### config.mk
export PLATFORM = sky130hd
export DESIGN_NAME = spi_duty_chain
export DESIGN_NICKNAME = d
export VERILOG_FILES = /design/src/rtl/spi_duty_pkg.sv /design/src/rtl/sdr_sync.sv /design/src/rtl/sdr_edge.sv /design/src/rtl/sdr_shift_core.sv /design/src/rtl/sdr_hold.sv /design/src/rtl/spi_duty_chain.sv
export SDC_FILE = /design/constraint.sdc
export NUM_CORES = 2
export LEC_CHECK = 0
export BUFFER_PORTS_ARGS = -buffer_cell sky130_fd_sc_hd__buf_2
export CAP_MARGIN = 20
export CORE_UTILIZATION = 55
export DETAILED_ROUTE_END_ITERATION = 6
export GPL_ROUTABILITY_DRIVEN = 0
export GPL_TIMING_DRIVEN = 1
export PLACE_DENSITY = 0.77
export SLEW_MARGIN = 30
export SYNTH_ARGS = -nofsm -noshare
export SYNTH_HDL_FRONTEND = slang
export SYNTH_SLANG_ARGS = --single-unit
export TNS_END_PERCENT = 5
### constraint.sdc
create_clock -name clk -period 2.2 [get_ports clk]
set_input_delay 0.11 -clock clk [delete_from_list [all_inputs] [get_ports clk]]
set_output_delay 0.11 -clock clk [all_outputs]
set_load 0.005 [all_outputs]
### src/rtl/spi_duty_pkg.sv
package spi_duty_pkg;

    localparam int DEF_CHANNELS = 45;
    localparam int DEF_DUTY_W   = 10;
    localparam int DEF_SWITCHES = 8;

    // edge events of one oversampled pin
    typedef struct packed {
        logic rise;
        logic fall;
    } pin_evt_t;

    function automatic int chain_len(input int channels, input int width);
        return channels * width;
    endfunction

endpackage

### src/rtl/sdr_sync.sv
module sdr_sync #(
    parameter int           W    = 1,
    parameter logic [W-1:0] INIT = '0
) (
    input  logic         clk,
    input  logic         rst,
    input  logic [W-1:0] d,
    output logic [W-1:0] q
);
    logic [W-1:0] stage1_q;
    logic [W-1:0] stage2_q;

    always_ff @(posedge clk) begin
        if (rst) begin
            stage1_q <= INIT;
            stage2_q <= INIT;
        end else begin
            stage1_q <= d;
            stage2_q <= stage1_q;
        end
    end

    assign q = stage2_q;
endmodule

### src/rtl/sdr_edge.sv
module sdr_edge
    import spi_duty_pkg::*;
(
    input  logic     clk,
    input  logic     rst,
    input  logic     lvl,
    output pin_evt_t evt
);
    logic prev_q;

    always_ff @(posedge clk) begin
        if (rst) prev_q <= 1'b0;
        else     prev_q <= lvl;
    end

    assign evt.rise = lvl & ~prev_q;
    assign evt.fall = ~lvl & prev_q;
endmodule

### src/rtl/sdr_shift_core.sv
module sdr_shift_core
    import spi_duty_pkg::*;
#(
    parameter int CHAIN_W = 450,
    parameter int NSW     = 8
) (
    input  logic               clk,
    input  logic               rst,
    input  logic               cs_act,
    input  pin_evt_t           cs_evt,
    input  pin_evt_t           sck_evt,
    input  logic               mosi_s,
    input  logic [NSW-1:0]     sw_s,
    output logic [CHAIN_W-1:0] chain_o,
    output logic               frame_done_o,
    output logic               miso_o
);
    localparam int                 CNT_W    = $clog2(CHAIN_W + 2);
    localparam logic [CNT_W-1:0]   CNT_FULL = CNT_W'(CHAIN_W);
    localparam logic [CNT_W-1:0]   CNT_SAT  = CNT_W'(CHAIN_W + 1);

    logic [CHAIN_W-1:0] chain_q;
    logic [CNT_W-1:0]   bit_cnt;
    logic [NSW-1:0]     tx_sr;
    logic               done_q;

    always_ff @(posedge clk) begin
        if (rst) begin
            chain_q <= '0;
            bit_cnt <= '0;
            tx_sr   <= '0;
            done_q  <= 1'b0;
        end else begin
            done_q <= 1'b0;
            if (cs_evt.rise) begin
                bit_cnt <= '0;
                tx_sr   <= sw_s;
            end else if (cs_act && sck_evt.rise) begin
                chain_q <= {chain_q[CHAIN_W-2:0], mosi_s};
                if (bit_cnt != CNT_SAT) bit_cnt <= bit_cnt + 1'b1;
            end else if (cs_act && sck_evt.fall) begin
                tx_sr <= {tx_sr[NSW-2:0], 1'b0};
            end
            if (cs_evt.fall && bit_cnt == CNT_FULL) done_q <= 1'b1;
        end
    end

    assign chain_o      = chain_q;
    assign frame_done_o = done_q;
    assign miso_o       = cs_act & tx_sr[NSW-1];

    // no shifting while deselected
    a_r7_idle_no_shift: assert property (@(posedge clk) disable iff (rst)
        !cs_act |=> $stable(chain_q));
    // return data only moves on SCK fall or frame start
    a_r6_tx_moves_on_fall: assert property (@(posedge clk) disable iff (rst)
        (!sck_evt.fall && !cs_evt.rise) |=> $stable(tx_sr));
    // bit counter never passes its saturation value
    a_r4_count_bounded: assert property (@(posedge clk) disable iff (rst)
        bit_cnt <= CNT_SAT);
endmodule

### src/rtl/sdr_hold.sv
module sdr_hold #(
    parameter int CHAIN_W  = 450,
    parameter bit LATCH_EN = 1'b1
) (
    input  logic               clk,
    input  logic               rst,
    input  logic               load,
    input  logic [CHAIN_W-1:0] chain_i,
    output logic [CHAIN_W-1:0] duty_o
);
    generate
        if (LATCH_EN) begin : g_latched
            logic [CHAIN_W-1:0] hold_q;
            always_ff @(posedge clk) begin
                if (rst)       hold_q <= '0;
                else if (load) hold_q <= chain_i;
            end
            assign duty_o = hold_q;

            // holding register changes only on a commit
            a_r5_hold_only_on_load: assert property (@(posedge clk) disable iff (rst)
                !load |=> $stable(hold_q));
        end else begin : g_through
            logic unused_ctl;
            assign unused_ctl = ^{clk, rst, load};
            assign duty_o     = chain_i;
        end
    endgenerate
endmodule

### src/rtl/spi_duty_chain.sv
module spi_duty_chain
    import spi_duty_pkg::*;
#(
    parameter int NUM_CH   = DEF_CHANNELS,
    parameter int DUTY_W   = DEF_DUTY_W,
    parameter int NUM_SW   = DEF_SWITCHES,
    parameter bit LATCH_EN = 1'b1
) (
    input  logic                       clk,
    input  logic                       rst,
    input  logic                       sck_i,
    input  logic                       cs_n_i,
    input  logic                       mosi_i,
    output logic                       miso_o,
    input  logic [NUM_SW-1:0]          sw_i,
    output logic [NUM_CH*DUTY_W-1:0]   duty_o,
    output logic                       latch_pulse_o
);
    localparam int CHAIN_W = chain_len(NUM_CH, DUTY_W);

    logic [2:0]        pins_s;   // {cs_n, sck, mosi}
    logic [NUM_SW-1:0] sw_s;
    logic              cs_act;
    pin_evt_t          cs_evt;
    pin_evt_t          sck_evt;
    logic [CHAIN_W-1:0] chain;
    logic              frame_done;
    logic              pulse_q;

    sdr_sync #(.W(3), .INIT(3'b100)) u_pin_sync (
        .clk(clk), .rst(rst), .d({cs_n_i, sck_i, mosi_i}), .q(pins_s)
    );

    sdr_sync #(.W(NUM_SW), .INIT('0)) u_sw_sync (
        .clk(clk), .rst(rst), .d(sw_i), .q(sw_s)
    );

    assign cs_act = ~pins_s[2];

    sdr_edge u_cs_edge  (.clk(clk), .rst(rst), .lvl(cs_act),    .evt(cs_evt));
    sdr_edge u_sck_edge (.clk(clk), .rst(rst), .lvl(pins_s[1]), .evt(sck_evt));

    sdr_shift_core #(.CHAIN_W(CHAIN_W), .NSW(NUM_SW)) u_core (
        .clk(clk), .rst(rst), .cs_act(cs_act), .cs_evt(cs_evt),
        .sck_evt(sck_evt), .mosi_s(pins_s[0]), .sw_s(sw_s),
        .chain_o(chain), .frame_done_o(frame_done), .miso_o(miso_o)
    );

    sdr_hold #(.CHAIN_W(CHAIN_W), .LATCH_EN(LATCH_EN)) u_hold (
        .clk(clk), .rst(rst), .load(frame_done), .chain_i(chain), .duty_o(duty_o)
    );

    always_ff @(posedge clk) begin
        if (rst) pulse_q <= 1'b0;
        else     pulse_q <= frame_done;
    end
    assign latch_pulse_o = pulse_q;

    // strobe lasts one clock
    a_r9_pulse_single: assert property (@(posedge clk) disable iff (rst)
        latch_pulse_o |=> !latch_pulse_o);
endmodule

==> metrics.cfg <==
[setup_path]
cpMostUsedCell=buf_12
critPathTopFamily=simple AND/OR/NAND/NOR gates
max_stage_delay_ns=0.37
startpoint_type=flop
path_class=flop to flop
cp_num_buf_inv=2
worstReg2RegStart=u_pin_sync.q[1]
crit_slowest_cell=nor3b_4
path_cells=nor3b_4 > and2_4 > buf_12 > buf_12 > nand2_1 > a21oi_1
critical_path_depth=6
reg2reg_depth=6
end_kind=flop
crit_path_max_fanout=46
cp.arrival_ns=2.35
ff2ff_setup_slack_ns=0.37
r2r_end=u_core.chain_o[88]
cp.required_ns=2.72

[clocking]
cts-resized-gates=0
clk_path_buf_depth=3
cts_buffers=91
cts_max_level=3
clk_latency_ns=0.62
cts.clk_slew.worst_paths_ns=0.06
ctsRootBufferMaster=clkbuf_16
post-cts-setup-buffer-count=0
cts_hold_buf=12
cts_tree=done
clock-sinks=943

[floorplan]
dieArea_um2=60000
core_um2=58000
chipHeight_um=245
rows=88
initial_utilization_pct=56.0
ios=465
die_x_um=245

[sta]
fmax_ghz=0.547
rsz0062_at_grt=false
fin_tns_setup_ns=0
drv_slew=0
worstMarginPinSlew_ns=0.684
finClkSkew_ns=0.0264
finalHoldViolCount=0
slew_headroom_pct=54.4
layout_min_cycle_time_ns=1.83
setup_violations=0
fin_crit_sh_pct=83.1

[global_routing]
grt-ovfl-total=0
antenna_found_initial=0
grt_pass1_wl_um=117000
grt_start_max_net_pins=158
track_usage_pct=23.8
grt_pass1_vias=22800

[drt]
wl_per_cell_um=15.5
drt-initial-drc-count=1627
dr.pass1.iters=5
ant_nets=0
avgViaCountPerCell=5.21
drc_errors=0
routed-via-count=24800
routed_wl_um=73700

[placed_design]
placed_area_um2=35500
port_buffers=464
numPlacedInstances=4586
dp_hpwl_um=47000

[status]
status=finished, final reports clean

[synth]
synthDistinctLibCells=32
syn-num-nets=3569
netlist_area_um2=32500
yosysSeqAreaShare_pct=58.1
synth.avg_cell_area_um2=9.14
synth-seq-cells=943
synthCells=3554
ys_warn_count=0

[hold_path]
holdCritStartpoint=cs_n_i
hold_end=u_pin_sync.stage1_q[2]
worstHoldPathCells=3
hold_class=input pin to flop

[power]
leakage_uw=0.0144
powerDensity_nw_per_um2=849
ir_drop_mv=0.750

[job]
cap_violations=0

[final_layout]
fin_area_um2=38500
mostFrequentLayoutCell=dfxtp_1
area_growth_pct=18.6
fin_cells=4751
fill_cells=4530
n_antenna_cell=0
drive_above_1_share_pct=16.5
layout_common_cells=942 x dfxtp_1, 911 x nand2_1, 467 x nor2_1
nets=3941

==> routing by layer <==
layer	vias to the layer above	global-route usage (%)	share of wire, %
met5	-	0	0
li1	12300	-	-
met2	655	37.4	46
met4	0	9.61	3.2
met1	11700	31.9	45
met3	128	4.67	6.0
==> power breakdown <==
part           internal [uW]  total [uW]  leakage, uW  switching (uW)
Clock                   8880       15200      0.00143            6310
Combinational           89.4         390      0.00533             300
Sequential             17100       17100      0.00760            10.8
Total                  26100       32700       0.0144            6620
==> worst min-delay path, stage by stage <==
cell and delay (ns):
dlygate4sd3_1 0.53, buf_2 0.11, or2_2 0.09
==> registers in the layout, summed over array words and instances, names as in the netlist <==
name and cells:
u_cs_edge.prev_q 1, u_core.chain_o 450, u_core.tx_sr 8, u_sw_sync.q 8
u_pin_sync.stage1_q 3, u_pin_sync.q 3, u_core.frame_done_o 1, u_sw_sync.stage1_q 8
u_sck_edge.prev_q 1, latch_pulse_o 1, u_core.bit_cnt 9, u_hold.duty_o 450
==> stage by stage <==
stage / total power (uW) / setup WS, ns / hold slack, ns / utilization, %
3_5_place_dp: 17900 / 0.391 / 0.329 / 61.1
5_1_grt: 33800 / 0.211 / 0.216 / 66.4
2_1_floorplan: 17800 / 0.713 / 0.214 / -
6_report: 32700 / 0.372 / 0.238 / 66.4
3_3_place_gp: 17900 / 0.490 / 0.330 / 61.1
4_1_cts: 33000 / 0.360 / 0.193 / 66.4
==> final cells by class <==
| class | count | area, um^2 | area share [%] |
|---|---|---|---|
| tap | 765 | 957 | 2.48 |
| inverter | 1 | 3.75 | 0.00974 |
| multi-input combinational | 2353 | 12500 | 32.4 |
| clock buffer | 140 | 2740 | 7.10 |
| clock inverter | 13 | 189 | 0.490 |
| sequential | 943 | 18900 | 49.0 |
| timing repair buffer | 536 | 3290 | 8.54 |
==> logic make-up after synthesis <==
family / synth area share [%]
compound gates: 7.32
xor+xnor: 0.189
fa+ha+maj: 0.0770
buf+inv: 3.53
flops: 58.1
mux: 13.9
simple gates: 16.9
==> worst max-delay path by stage <==
| stage | start | end | slack, ns |
|---|---|---|---|
| floorplan | u_core.bit_cnt[0] | u_core.bit_cnt[1] | 0.71 |
| global placement | u_pin_sync.q[2] | u_core.chain_o[139] | 0.49 |
| detailed placement | u_pin_sync.q[1] | u_core.chain_o[283] | 0.39 |
| CTS | u_pin_sync.q[1] | u_core.chain_o[138] | 0.36 |
| global route | u_pin_sync.q[1] | u_core.chain_o[82] | 0.21 |
| finish | u_pin_sync.q[1] | u_core.chain_o[88] | 0.37 |
==> cells in the mapped netlist <==
library cell	number	share of area, %
nor4_1	1	0.019
nand4b_1	1	0.027
o21ai_0	7	0.11
nand2b_1	2	0.039
xor2_1	6	0.16
clkbuf_1	116	1.3
nand2_1	912	11
xnor2_1	1	0.027
or2_2	3	0.058
nor2b_1	24	0.46
a21oi_1	453	7.0
nor2_1	467	5.4
or4b_1	1	0.031
mux2i_1	450	14
o21a_1	1	0.023
inv_1	1	0.012
nor4bb_1	1	0.031
dfxtp_1	943	58
buf_2	130	2.0
a311oi_1	7	0.19
and2_1	2	0.039
and3_1	1	0.019
buf_1	7	0.081
and4_1	2	0.054
nor3b_1	1	0.023
nand4_1	2	0.039
nor3b_4	1	0.058
a21o_1	1	0.023
buf_4	4	0.092
nand3_1	3	0.046
ha_1	2	0.077
or3_1	1	0.019
No activity file was read; power rests on OpenSTA's default activity.
